--- src/rtl/asc6_pkg.sv ---
package asc6_pkg;
  localparam int CODE_W = 6;
  localparam int CHAR_W = 7;

  localparam logic [CODE_W-1:0] SHIFT_UP   = 6'o74;
  localparam logic [CODE_W-1:0] SHIFT_DOWN = 6'o72;
  localparam logic [CODE_W-1:0] STOP_CODE  = 6'o13;

  localparam logic [CHAR_W-1:0] CH_LF    = 7'h0A;
  localparam logic [CHAR_W-1:0] CH_CR    = 7'h0D;
  localparam logic [CHAR_W-1:0] CH_SPACE = 7'h20;

  localparam int ENT_UPPER = 6;
  localparam int ENT_BOTH  = 7;

  typedef struct packed {
    logic leader;
    logic held;
    logic direct;
    logic shift;
    logic stop;
  } emitStrobes_t;

  function automatic logic [7:0] packFrame(input logic [CODE_W-1:0] code);
    return {~^code, 1'b0, code};
  endfunction
endpackage

--- src/rtl/asc6_ctrl.sv ---
module asc6_ctrl
  import asc6_pkg::*;
#(
  parameter int LEADER_LEN = 20
) (
  input  logic               clk,
  input  logic               rstN,
  input  logic               arm,
  input  logic               frameReq,
  input  logic               srcDone,
  input  logic               inValid,
  input  logic [CHAR_W-1:0]  inChar,
  input  logic [7:0]         romEntry,
  input  logic               caseUpper,
  input  logic               holdValid,
  output logic               inReady,
  output logic               busy,
  output logic               leaderBusy,
  output emitStrobes_t       strb
);
  localparam int CNT_W = $clog2(LEADER_LEN + 1);
  localparam logic [CNT_W-1:0] LEADER_LOAD = CNT_W'(LEADER_LEN);

  logic             pending;
  logic [CNT_W-1:0] leaderCnt;
  logic             take;
  logic             isCr;
  logic             entryDead;
  logic             keep;
  logic             caseOk;
  logic             fire;

  always_comb begin
    busy       = pending | frameReq;
    leaderBusy = (leaderCnt != '0);
    inReady    = busy & ~leaderBusy & ~holdValid;
    take       = inReady & inValid;
    isCr       = (inChar == CH_CR);
    entryDead  = (romEntry == 8'h00) & (inChar != CH_SPACE);
    keep       = take & ~isCr & ~entryDead;
    caseOk     = romEntry[ENT_BOTH] | (romEntry[ENT_UPPER] == caseUpper);

    strb.leader = busy & leaderBusy;
    strb.held   = busy & ~leaderBusy & holdValid;
    strb.direct = keep & caseOk;
    strb.shift  = keep & ~caseOk;
    strb.stop   = busy & ~leaderBusy & ~holdValid & ~inValid & srcDone;
    fire        = |strb;
  end

  always_ff @(posedge clk) begin
    if (!rstN) begin
      pending   <= 1'b0;
      leaderCnt <= '0;
    end else begin
      pending <= busy & ~fire;
      if (arm)
        leaderCnt <= LEADER_LOAD;
      else if (strb.leader)
        leaderCnt <= leaderCnt - 1'b1;
    end
  end
endmodule

--- src/rtl/asc6_datapath.sv ---
module asc6_datapath
  import asc6_pkg::*;
(
  input  logic              clk,
  input  logic              rstN,
  input  emitStrobes_t      strb,
  input  logic [7:0]        romEntry,
  output logic              caseUpper,
  output logic              holdValid,
  output logic              frameValid,
  output logic [7:0]        frameData
);
  logic [CODE_W-1:0] holdCode;
  logic [CODE_W-1:0] outCode;
  logic [CODE_W-1:0] entryCode;
  logic              entryUpper;

  always_comb begin
    entryCode  = romEntry[CODE_W-1:0];
    entryUpper = romEntry[ENT_UPPER];
    unique case (1'b1)
      strb.held:   outCode = holdCode;
      strb.direct: outCode = entryCode;
      strb.shift:  outCode = entryUpper ? SHIFT_UP : SHIFT_DOWN;
      default:     outCode = STOP_CODE;
    endcase
  end

  always_ff @(posedge clk) begin
    if (!rstN) begin
      caseUpper  <= 1'b0;
      holdValid  <= 1'b0;
      holdCode   <= '0;
      frameValid <= 1'b0;
      frameData  <= 8'h00;
    end else begin
      frameValid <= |strb;
      if (strb.leader)
        frameData <= 8'h00;
      else if (|strb)
        frameData <= packFrame(outCode);
      if (strb.shift) begin
        caseUpper <= entryUpper;
        holdCode  <= entryCode;
        holdValid <= 1'b1;
      end else if (strb.held) begin
        holdValid <= 1'b0;
      end
    end
  end
endmodule

--- src/rtl/asc6_encoder.sv ---
module asc6_encoder
  import asc6_pkg::*;
#(
  parameter int LEADER_LEN = 20
) (
  input  logic        clk,
  input  logic        rstN,
  input  logic        arm,
  input  logic        srcDone,
  input  logic        inValid,
  output logic        inReady,
  input  logic [7:0]  inData,
  output logic [6:0]  romAddr,
  input  logic [7:0]  romData,
  input  logic        frameReq,
  output logic        frameValid,
  output logic [7:0]  frameData
);
  logic [CHAR_W-1:0] inChar;
  logic              caseUpper;
  logic              holdValid;
  logic              busy;
  logic              leaderBusy;
  emitStrobes_t      strb;

  assign inChar  = inData[CHAR_W-1:0];
  assign romAddr = (inChar == CH_LF) ? CH_CR : inChar;

  asc6_ctrl #(.LEADER_LEN(LEADER_LEN)) u_ctrl (
    .clk        (clk),
    .rstN       (rstN),
    .arm        (arm),
    .frameReq   (frameReq),
    .srcDone    (srcDone),
    .inValid    (inValid),
    .inChar     (inChar),
    .romEntry   (romData),
    .caseUpper  (caseUpper),
    .holdValid  (holdValid),
    .inReady    (inReady),
    .busy       (busy),
    .leaderBusy (leaderBusy),
    .strb       (strb)
  );

  asc6_datapath u_dp (
    .clk        (clk),
    .rstN       (rstN),
    .strb       (strb),
    .romEntry   (romData),
    .caseUpper  (caseUpper),
    .holdValid  (holdValid),
    .frameValid (frameValid),
    .frameData  (frameData)
  );
endmodule

--- config.mk ---
export PLATFORM = sky130hd
export DESIGN_NAME = asc6_encoder
export DESIGN_NICKNAME = d
export VERILOG_FILES = /design/src/rtl/asc6_pkg.sv /design/src/rtl/asc6_ctrl.sv /design/src/rtl/asc6_datapath.sv /design/src/rtl/asc6_encoder.sv
export SDC_FILE = /design/constraint.sdc
export NUM_CORES = 1
export LEC_CHECK = 0
export BUFFER_PORTS_ARGS = -buffer_cell sky130_fd_sc_hd__buf_4
export CORE_AREA = 2 2 85 63
export DETAILED_ROUTE_END_ITERATION = 8
export DIE_AREA = 0 0 87 65
export PLACE_DENSITY = 0.52
export REMOVE_ABC_BUFFERS = 1
export SKIP_CTS_REPAIR_TIMING = 1
export SLEW_MARGIN = 20
export SYNTH_ARGS = -nofsm -noshare
export SYNTH_HDL_FRONTEND = slang
export SYNTH_SLANG_ARGS = --single-unit
--- constraint.sdc ---
create_clock -name clk -period 5.95 [get_ports clk]
set_input_delay 1.785 -clock clk [delete_from_list [all_inputs] [get_ports clk]]
set_output_delay 1.785 -clock clk [all_outputs]
set_load 0.02 [all_outputs]
==> run_results.csv, run 1 <==
group,metric,value,unit
power,power_density,208,nW/um^2
grt,antenna_found_initial,0,
detailed_routing,dr.pass1.iters,4,
synth,synth.cell_area,1400,um^2
synth,syn_inst,172,
worst_setup_path,crit_family,"simple AND/OR/NAND/NOR gates",
worst_setup_path,timing.critical_path.buf_inv,2,
placed_design,port_buffers,36,
synth,syn_avg_cell_area,8.14,um^2
clock_tree,clkSlewWorstSetupHoldPaths,0.08,ns
grt,overflow,0,
worst_hold_path,hp-class,"reg -> reg",
grt,gr-usage-all-layers,13.8,%
timing,worst_pin_slew,0.959,ns
clock_tree,htreeDepth,1,
detailed_routing,via_count,1332,
worst_setup_path,cpMaxStageDelayCell,"nor4b_1",
detailed_routing,antenna_left,0,
synth,yosysWarnings,0,
worst_setup_path,worst_ep_arrival_time,2.83,ns
clock_tree,clk_latency,0.27,ns
worst_setup_path,critical_path.max_stage_delay,0.45,ns
power,leakagePower,0.670,nW
floorplanning,io_pins,39,
worst_setup_path,worstPathMaxFanout,3,
timing,fin_skew,0.00494,ns
timing,finalCritPeriodShare,77.6,%
detailed_routing,postRouteWirelength,3660,um
finish,num_antenna_cells,0,
floorplanning,die_height,65,um
detailed_routing,drc,0,
placed_design,routabilityCongestion,0.771,
synth,synth-seq-cells,22,
timing,max_slew_margin,35.4,%
clock_tree,cts_root_buf,"clkbuf_8",
floorplanning,rows,22,
floorplanning,start_util,28.4,%
detailed_routing,post_drt_wl_per_cell,14.0,um
synth,yosysUniqueCellTypes,56,
outcome,outcome,"completed",
clock_tree,clk_path_buf_depth,2,
placed_design,hpwl,2790,um
floorplanning,core_region_area,4930,um^2
detailed_routing,avgViaCountPerCell,5.08,
grt,use_met1,20.1,%
clock_tree,cts_tree,"yes",
timing,worst_hold_slack,0.485,ns
finish,drive_gt1_share,26.2,%
worst_setup_path,cp_common_cell,"buf_4",
synth,synth_edf_count,0,
synth,yosysTopAreaCell,"dfxtp_1",
floorplanning,die_area,5660,um^2
timing,fin_tns_setup,0,ns
grt,grt_pass1_vias,1246,
timing,rsz0062_at_grt,"false",
timing,hold_violations,0,
grt,grt_first_pass_wirelength,6150,um
worst_setup_path,critPathRequiredTime,4.16,ns
grt,met2_usage,19.8,%
synth,synthMostInstantiatedCell,"nor2_1",
grt,grt_max_degree,14,
run,maxCapViolations,0,
floorplanning,die_w,87,um
timing,period_minus_slack,4.62,ns
grt,grt_busiest_layer,"met1",
clock_tree,numCtsBuffers,3,
timing,clock.fmax,0.217,GHz
grt,use_met3,3.69,%
timing,slew_viol_final,0,
synth,synthTopCellsByArea,"dfxtp_1 31%, nor2_1 8.6%, mux2i_1 4.3%",
worst_setup_path,end_kind,"output port",
clock_tree,clkSinkCount,22,
finish,fin_nets,228,
power,vdd_ir_drop_max,0.0830,mV
synth,async_flop_share,0,%
synth,synth_top_area_share,31.5,%
synth,dominantRegCellSynth,"dfxtp_1",
worst_setup_path,path_cells,"buf_4, nor4b_1, nor2b_1, a21boi_0, buf_4",
detailed_routing,drtIter0Drc,49,
finish,syn2layout_area_growth,24.9,%
timing,setup_viol,0,
synth,yosysSeqAreaShare,31.5,%
synth,ys_top_cells_by_count,"32 x nor2_1, 22 x dfxtp_1, 11 x o21ai_0",
worst_setup_path,setup.worst_path.class,"in -> out",
worst_setup_path,crit_path_start_kind,"input pin",
[cells in the final DEF (no fill, tap or decap), types with 3 or more instances in the layout]
| cell | netlist | final |
|---|---|---|
| nor3_1 | 4 | 4 |
| xnor2_1 | 6 | 6 |
| buf_4 | 2 | 37 |
| nor2_1 | 32 | 32 |
| nor4_1 | 3 | 3 |
| clkbuf_8 | 0 | 3 |
| mux2i_1 | 6 | 6 |
| o21ai_0 | 11 | 11 |
| xor2_1 | 3 | 3 |
| dfxtp_1 | 22 | 22 |
| inv_1 | 6 | 6 |
| nand2_1 | 9 | 9 |
| a21oi_1 | 6 | 6 |
[area by class of cell]
| cell class | count | area (um^2) |
|---|---|---|
| tap | 60 | 75.1 |
| multi-input combinational | 134 | 892 |
| inverter | 6 | 22.5 |
| sequential | 22 | 440 |
| timing repair buffer | 37 | 278 |
| fill | 540 | 3180 |
| clock buffer | 3 | 41.3 |
[per-stage QoR]
| stage | util (%) | area [um^2] | total power (W) | setup WS, ns | instances |
|---|---|---|---|---|---|
| 4_1_cts | 35.5 | 1750 | 0.000367 | 1.31 | 262 |
| 2_1_floorplan | - | 1360 | 0.000229 | 1.56 | 162 |
| 6_report | 35.5 | 1750 | 0.000363 | 1.33 | 262 |
| 3_5_place_dp | 34.7 | 1710 | 0.000272 | 1.32 | 259 |
| 3_3_place_gp | 34.7 | 1710 | 0.000271 | 1.34 | 259 |
| 5_1_grt | 35.5 | 1750 | 0.000386 | 1.23 | 262 |
[logic make-up after synthesis]
logic type,after synthesis,share of synthesized area (%)
AO/OA/AOI/OAI,44,23.6
AND/OR/NAND/NOR,71,27.0
adder cells (fa/ha/maj),2,1.79
other,1,0.268
multiplexers,6,4.29
XOR/XNOR,10,6.79
buffers and inverters,16,4.83
flip-flops,22,31.5
[flip-flops by register name (all words and copies together) (netlist names)]
register / flops
u_dp.frameValid: 1
u_ctrl.leaderCnt: 5
u_dp.frameData: 7
u_dp.holdValid: 1
u_dp.holdCode: 6
u_ctrl.pending: 1
u_dp.caseUpper: 1
[per-layer routing]
metal	vias up	wire (um)
li1	679	-
met1	616	1940
met2	33	1500
met3	4	199
met4	0	27
met5	-	0
[final timing paths]
check | startpoint | endpoint | slack, ns | cells after the start
worst max-delay path | inData[5] | romAddr[1] | 1.33 | 5
worst min-delay path | u_dp.frameData[5] | u_dp.frameData[5] | 0.48 | 2
worst max register to register | u_ctrl.leaderCnt[0] | u_dp.frameData[2] | 3.33 | 8
worst min register to register | u_dp.frameData[5] | u_dp.frameData[5] | 0.48 | 2
[power by group]
| part | switching, W | internal [W] |
|---|---|---|
| Combinational | 0.0000596 | 0.0000459 |
| Clock | 0.0000496 | 0.0000453 |
| Sequential | 0.00000730 | 0.000155 |
| Total | 0.000117 | 0.000247 |
[worst min-delay path, cell delays in order, from the launching register on]
cell and delay (ns):
dfxtp_1 0.32, nand2_1 0.05, a21oi_1 0.06
(Power assumes the default switching activity.)
==> inputs of run 2 (changes only) <==
--- a/config.mk
+++ b/config.mk
@@ -9,7 +9,7 @@
 export CORE_AREA = 2 2 85 63
 export DETAILED_ROUTE_END_ITERATION = 8
 export DIE_AREA = 0 0 87 65
-export PLACE_DENSITY = 0.52
+export PLACE_DENSITY = 0.53
 export REMOVE_ABC_BUFFERS = 1
 export SKIP_CTS_REPAIR_TIMING = 1
 export SLEW_MARGIN = 20
==> constraint.sdc (replaced) <==
create_clock -name clk -period 3.95 [get_ports clk]
set_input_delay 1.185 -clock clk [delete_from_list [all_inputs] [get_ports clk]]
set_output_delay 1.185 -clock clk [all_outputs]
set_load 0.02 [all_outputs]
==> run 2 against run 1 <==
Design area up 0.79%. Non-clock buffer count is the same. Via count is 0.15% higher. Hold slack lost 0.016 ns. Count of clock-buffer cells in the layout up 1. Combinational power up 52%.
==> run_results.csv, run 2 (synthesis gave the netlist of run 1 again) <==
group,metric,value,unit
power,swShare,31.2,%
clock_tree,clkSinkCount,22,
detailed_routing,dr.pass1.iters,4,
timing,setup_viol,0,
grt,overflow,0,
floorplanning,die_height,65,um
power,p_sw,0.000178,W
floorplanning,core_region_area,4930,um^2
floorplanning,io_pins,39,
detailed_routing,drc,0,
placed_design,dpl_cell_area,1710,um^2
grt,grt_first_pass_wirelength,6170,um
detailed_routing,avgViaCountPerCell,5.07,
worst_setup_path,setup.worst_path.class,"in -> out",
detailed_routing,antenna_left,0,
power,power_frac_seq,43.0,%
detailed_routing,post_drt_wl_per_cell,13.8,um
timing,fin_skew,0.00882,ns
grt,antenna_found_initial,0,
clock_tree,clk_path_buf_depth,2,
timing,period_minus_slack,3.42,ns
timing,worst_pin_slew,0.788,ns
worst_setup_path,ff2ff_path_depth,8,
worst_setup_path,worst_ep_arrival_time,2.24,ns
worst_setup_path,worstReg2RegEnd,"u_dp.frameData[2]",
outcome,outcome,"completed",
placed_design,hpwl,2900,um
timing,hold_violations,0,
power,comb_power_share,28.3,%
finish,syn2layout_area_growth,25.9,%
placed_design,port_buffers,36,
power,vdd_ir_drop_max,0.140,mV
worst_setup_path,critPathRequiredTime,2.76,ns
clock_tree,numCtsBuffers,3,
worst_hold_path,hp-class,"reg -> reg",
worst_setup_path,crit_path_start_kind,"input pin",
grt,gr-usage-all-layers,13.9,%
finish,drive_gt1_share,26.6,%
clock_tree,htreeDepth,1,
timing,rsz0062_at_grt,"false",
grt,grt_max_degree,14,
timing,slew_viol_final,0,
worst_setup_path,rr_startpoint,"u_ctrl.leaderCnt[0]",
detailed_routing,postRouteWirelength,3630,um
finish,final_cell_mix,"37 x buf_4, 32 x nor2_1, 22 x dfxtp_1, 11 x o21ai_0, 9 x nand2_1",
grt,grt_pass1_vias,1269,
power,leakagePower,0.677,nW
floorplanning,rows,22,
finish,final_common_cell,"buf_4",
placed_design,post-place-ws,0.531,ns
timing,clock.fmax,0.292,GHz
timing,finalCritPeriodShare,86.6,%
finish,num_antenna_cells,0,
placed_design,routabilityCongestion,0.822,
detailed_routing,drtIter0Drc,49,
finish,fin_nets,228,
worst_setup_path,cp-startpoint,"inData[5]",
worst_setup_path,cp-endpoint,"romAddr[1]",
finish,reg_top3,"u_dp.frameData (7), u_dp.holdCode (6), u_ctrl.leaderCnt (5)",
timing,postLayoutSetupSlackWorst,0.529,ns
clock_tree,clkSlewWorstSetupHoldPaths,0.09,ns
worst_setup_path,ff2ff_setup_slack,1.17,ns
detailed_routing,via_count,1334,
worst_setup_path,worstPathMaxFanout,3,
timing,fin_tns_setup,0,ns
run,maxCapViolations,0,
clock_tree,cts_tree,"yes",
finish,largest_reg_flops,7,
floorplanning,die_area,5660,um^2
floorplanning,start_util,28.4,%
power,power_density,324,nW/um^2
power,p_int,0.000393,W
finish,regMostFlops,"u_dp.frameData",
clock_tree,clk_latency,0.26,ns
power,clockPowerShare,28.7,%
floorplanning,die_w,87,um
finish,design_area,1760,um^2
clock_tree,cts_root_buf,"clkbuf_8",
worst_setup_path,end_kind,"output port",
timing,max_slew_margin,46.8,%
==> run 2: area by class of cell <==
cell class | instances | area, um^2
timing repair buffer | 37 | 278
sequential | 22 | 440
inverter | 6 | 22.5
fill | 518 | 3160
multi-input combinational | 134 | 892
tap | 60 | 75.1
clock buffer | 4 | 55.1
==> run 2: worst max-delay path: stages <==
cell and delay, ns:
buf_4 0.11, nor4b_1 0.45, nor2b_1 0.22, a21boi_0 0.10, buf_4 0.16
==> run 2: power groups by stage <==
stage	combinational (W)	clock [W]	sequential [W]
5_1_grt	0.000179	0.000181	0.000247
2_1_floorplan	0.0000912	0	0.000254
3_3_place_gp	0.000160	0	0.000250
6_report	0.000161	0.000164	0.000245
4_1_cts	0.000161	0.000170	0.000245
3_5_place_dp	0.000160	0	0.000250
==> run 2: layer usage <==
| metal | track usage, % | share of wire, % | up-vias |
|---|---|---|---|
| met4 | 1.76 | 0.28 | 0 |
| met2 | 20.1 | 40 | 31 |
| li1 | - | - | 688 |
| met1 | 21.0 | 55 | 613 |
| met5 | 0 | 0 | - |
| met3 | 3.31 | 5.1 | 2 |
==> run 2: metrics by stage <==
step / cells / hold slack [ns] / power [W] / util [%]
2_1_floorplan: 162 / 0.461 / 0.000345 / -
3_3_place_gp: 259 / 0.450 / 0.000411 / 34.7
3_5_place_dp: 259 / 0.462 / 0.000410 / 34.7
4_1_cts: 263 / 0.474 / 0.000577 / 35.8
5_1_grt: 263 / 0.518 / 0.000608 / 35.8
6_report: 263 / 0.469 / 0.000571 / 35.8
==> run 2: how the worst min path moves through the flow <==
| stage | from | endpoint | slack, ns | cells after the start |
|---|---|---|---|---|
| global route | u_dp.frameData[5] | u_dp.frameData[5] | 0.52 | 2 |
| finish | u_dp.frameData[5] | u_dp.frameData[5] | 0.47 | 2 |
| CTS | u_dp.frameData[5] | u_dp.frameData[5] | 0.47 | 2 |
| floorplan | u_dp.holdCode[5] | u_dp.holdCode[5] | 0.46 | 2 |
| detailed placement | u_dp.frameData[5] | u_dp.frameData[5] | 0.46 | 2 |
| global placement | u_dp.frameData[5] | u_dp.frameData[5] | 0.45 | 2 |
==> inputs of run 3 (changes only) <==
--- a/config.mk
+++ b/config.mk
@@ -6,13 +6,14 @@
 export NUM_CORES = 1
 export LEC_CHECK = 0
 export BUFFER_PORTS_ARGS = -buffer_cell sky130_fd_sc_hd__buf_4
-export CORE_AREA = 2 2 85 63
+export CORE_AREA = 8 8 86 65
 export DETAILED_ROUTE_END_ITERATION = 8
-export DIE_AREA = 0 0 87 65
-export PLACE_DENSITY = 0.53
+export DIE_AREA = 0 0 94 73
+export PLACE_DENSITY = 0.55
 export REMOVE_ABC_BUFFERS = 1
 export SKIP_CTS_REPAIR_TIMING = 1
 export SLEW_MARGIN = 20
 export SYNTH_ARGS = -nofsm -noshare
 export SYNTH_HDL_FRONTEND = slang
+export SYNTH_HIERARCHICAL = 1
 export SYNTH_SLANG_ARGS = --single-unit
==> constraint.sdc (replaced) <==
create_clock -name clk -period 3.95 [get_ports clk]
set_input_delay 1.185 -clock clk [delete_from_list [all_inputs] [get_ports clk]]
set_output_delay 1.185 -clock clk [all_outputs]
set_load 0.05 [all_outputs]
==> run 3 against run 2 <==
Via count down 20%. Area after synthesis down 12%. Non-clock buffer count rose by 3. Maximum frequency decreased by 5.2%. Design area fell by 9.3%. Sequential share of layout area increased by 2.6 points. Synthesized cell count decreased by 23%. Power is 5.8% lower. Die area rose by 21%.
==> run_results.csv, run 3 <==
group,metric,value,unit
finish,reg_top3,"u_dp/frameData (7), u_dp/holdCode (6), u_ctrl/leaderCnt (5)",
placed_design,port_buffers,36,
synth,syn_avg_cell_area,9.37,um^2
grt,grt_pass1_vias,1081,
timing,clock.fmax,0.277,GHz
finish,largest_reg_flops,7,
synth,synthTopCellsByArea,"dfxtp_1 36%, mux2i_1 5.7%, nor2b_1 4.0%",
timing,worst_pin_slew,0.669,ns
timing,hold_violations,0,
power,finalPower,0.000538,W
power,vdd_ir_drop_max,0.133,mV
synth,dominantRegCellSynth,"dfxtp_1",
detailed_routing,postRouteWirelength,3050,um
timing,setup_viol,0,
timing,max_slew_margin,55.0,%
grt,overflow,0,
worst_setup_path,setup.worst_path.class,"in -> reg",
synth,yosysWarnings,6,
timing,period_minus_slack,3.61,ns
worst_setup_path,ff2ff_path_depth,13,
worst_setup_path,rr_startpoint,"u_ctrl/leaderCnt[0]",
finish,syn2layout_area_growth,29.4,%
clock_tree,cts_root_buf,"clkbuf_8",
timing,slew_viol_final,0,
clock_tree,htreeDepth,1,
finish,final_common_cell,"buf_4",
worst_hold_path,holdCritStartpoint,"u_dp/frameData[2]",
worst_setup_path,cp-startpoint,"inData[0]",
clock_tree,clkSlewWorstSetupHoldPaths,0.07,ns
placed_design,routabilityCongestion,0.774,
synth,synth_top_area_share,35.6,%
worst_hold_path,worstHoldPathCells,2,
power,leakagePower,0.632,nW
synth,synth_edf_count,0,
floorplanning,die_height,73,um
finish,final_cell_mix,"40 x buf_4, 22 x dfxtp_1, 8 x nor2_1, 8 x nand2_1, 8 x nor2b_1",
synth,async_flop_share,0,%
timing,rsz0062_at_grt,"false",
synth,yosysTopAreaCell,"dfxtp_1",
detailed_routing,drtIter0Drc,62,
detailed_routing,drc,0,
synth,yosysSeqAreaShare,35.6,%
run,maxCapViolations,0,
detailed_routing,dr.pass1.iters,4,
finish,regMostFlops,"u_dp/frameData",
worst_setup_path,cp.depth,11,
floorplanning,die_area,6860,um^2
synth,synth.cell_area,1240,um^2
clock_tree,clkSinkCount,22,
worst_setup_path,end_kind,"register",
worst_setup_path,timing.critical_path.buf_inv,2,
synth,yosysUniqueCellTypes,49,
clock_tree,clk_path_buf_depth,2,
floorplanning,core_region_area,4200,um^2
worst_setup_path,crit_path_start_kind,"input pin",
clock_tree,cts_tree,"yes",
grt,grt_max_degree,15,
detailed_routing,antenna_left,0,
power,power_density,336,nW/um^2
worst_hold_path,hp-class,"reg -> reg",
synth,syn_inst,132,
synth,ys_top_cells_by_count,"22 x dfxtp_1, 8 x nand2_1, 8 x nor2_1, 8 x nor2b_1",
worst_setup_path,critical_path.max_stage_delay,0.50,ns
worst_setup_path,worst_ep_arrival_time,3.80,ns
worst_setup_path,worstPathMaxFanout,6,
outcome,outcome,"completed",
timing,fin_tns_setup,0,ns
worst_setup_path,path_cells,"buf_4, or4b_1, nor4_1, o2111ai_2, nor3_2, buf_4, a21oi_1, o211ai_1, xnor2_1, xnor3_1, a21oi_1",
finish,fin_nets,192,
finish,nFillCells,429,
finish,drive_gt1_share,32.5,%
floorplanning,die_w,94,um
synth,synth-seq-cells,22,
finish,num_antenna_cells,0,
synth,synthMostInstantiatedCell,"dfxtp_1",
floorplanning,start_util,29.4,%
detailed_routing,post_drt_wl_per_cell,13.8,um
clock_tree,clk_latency,0.26,ns
worst_setup_path,cpMaxStageDelayCell,"or4b_1",
clock_tree,numCtsBuffers,3,
detailed_routing,via_count,1061,
placed_design,hpwl,2490,um
detailed_routing,avgViaCountPerCell,4.80,
timing,finalCritPeriodShare,91.4,%
floorplanning,io_pins,39,
grt,grt_first_pass_wirelength,5100,um
timing,fin_skew,0.00290,ns
grt,gr-usage-all-layers,9.29,%
worst_setup_path,crit_family,"simple AND/OR/NAND/NOR gates",
grt,antenna_found_initial,0,
floorplanning,rows,20,
worst_setup_path,critPathRequiredTime,4.14,ns
[run 3: worst paths after layout]
path | endpoint | slack [ns]
min reg2reg | u_dp/frameData[2] | 0.46
max | u_dp/frameData[7] | 0.34
max reg2reg | u_dp/frameData[7] | 0.96
min | u_dp/frameData[2] | 0.46
[run 3: per-layer routing]
| metal | vias to the layer above | wire (um) | global-route usage (%) |
|---|---|---|---|
| li1 | 538 | - | - |
| met1 | 479 | 1540 | 12.5 |
| met2 | 40 | 1200 | 12.9 |
| met3 | 4 | 259 | 3.08 |
| met4 | 0 | 44 | 4.20 |
| met5 | - | 0 | 0 |
[run 3: where the power goes]
| group | internal [W] | switching, W | leakage [nW] |
|---|---|---|---|
| logic | 0.0000651 | 0.0000959 | 0.431 |
| clock network | 0.0000679 | 0.0000667 | 0.0216 |
| registers | 0.000233 | 0.00000850 | 0.179 |
| total | 0.000367 | 0.000171 | 0.632 |
[run 3: metrics by stage]
| step | cells | instance area [um^2] | util, % | hold slack (ns) | setup WS, ns |
|---|---|---|---|---|---|
| finish | 221 | 1600 | 38.0 | 0.459 | 0.339 |
| global route | 221 | 1600 | 38.0 | 0.475 | 0.160 |
| CTS | 221 | 1600 | 38.0 | 0.460 | 0.334 |
| detailed placement | 218 | 1560 | 37.1 | 0.449 | 0.0658 |
| global placement | 218 | 1560 | 37.1 | 0.448 | 0.0947 |
| floorplan | 123 | 1190 | - | 0.482 | 0.0182 |
[run 3: logic make-up (layout without fill, tap and decap cells)]
group           count (synthesis)  in the layout  share of synthesized area (%)
mux                             7              7                           5.67
buf+inv                        17             51                           6.27
simple gates                   50             50                           26.6
flops                          22             22                           35.6
xor+xnor                        7              7                           6.68
other cells                     1              1                          0.303
compound gates                 26             26                           16.8
fa+ha+maj                       2              2                           2.02
[run 3: cell type report]
cell class / instances / area [um^2] / share of cell area (%)
timing repair buffer: 40 / 300 / 18.8
inverter: 8 / 30.0 / 1.88
sequential: 22 / 440 / 27.5
multi-input combinational: 93 / 718 / 44.9
clock buffer: 3 / 41.3 / 2.58
tap: 55 / 68.8 / 4.30
[run 3: worst register-to-register path, stage by stage, from the launching register on]
cell and delay, ns:
dfxtp_1 0.34, inv_1 0.08, ha_1 0.17, nor4b_4 0.29, inv_2 0.09, nor3_4 0.24, o2111ai_2 0.19, nor3_2 0.41
buf_4 0.20, a21oi_1 0.04, o211ai_1 0.15, xnor2_1 0.16, xnor3_1 0.41, a21oi_1 0.15
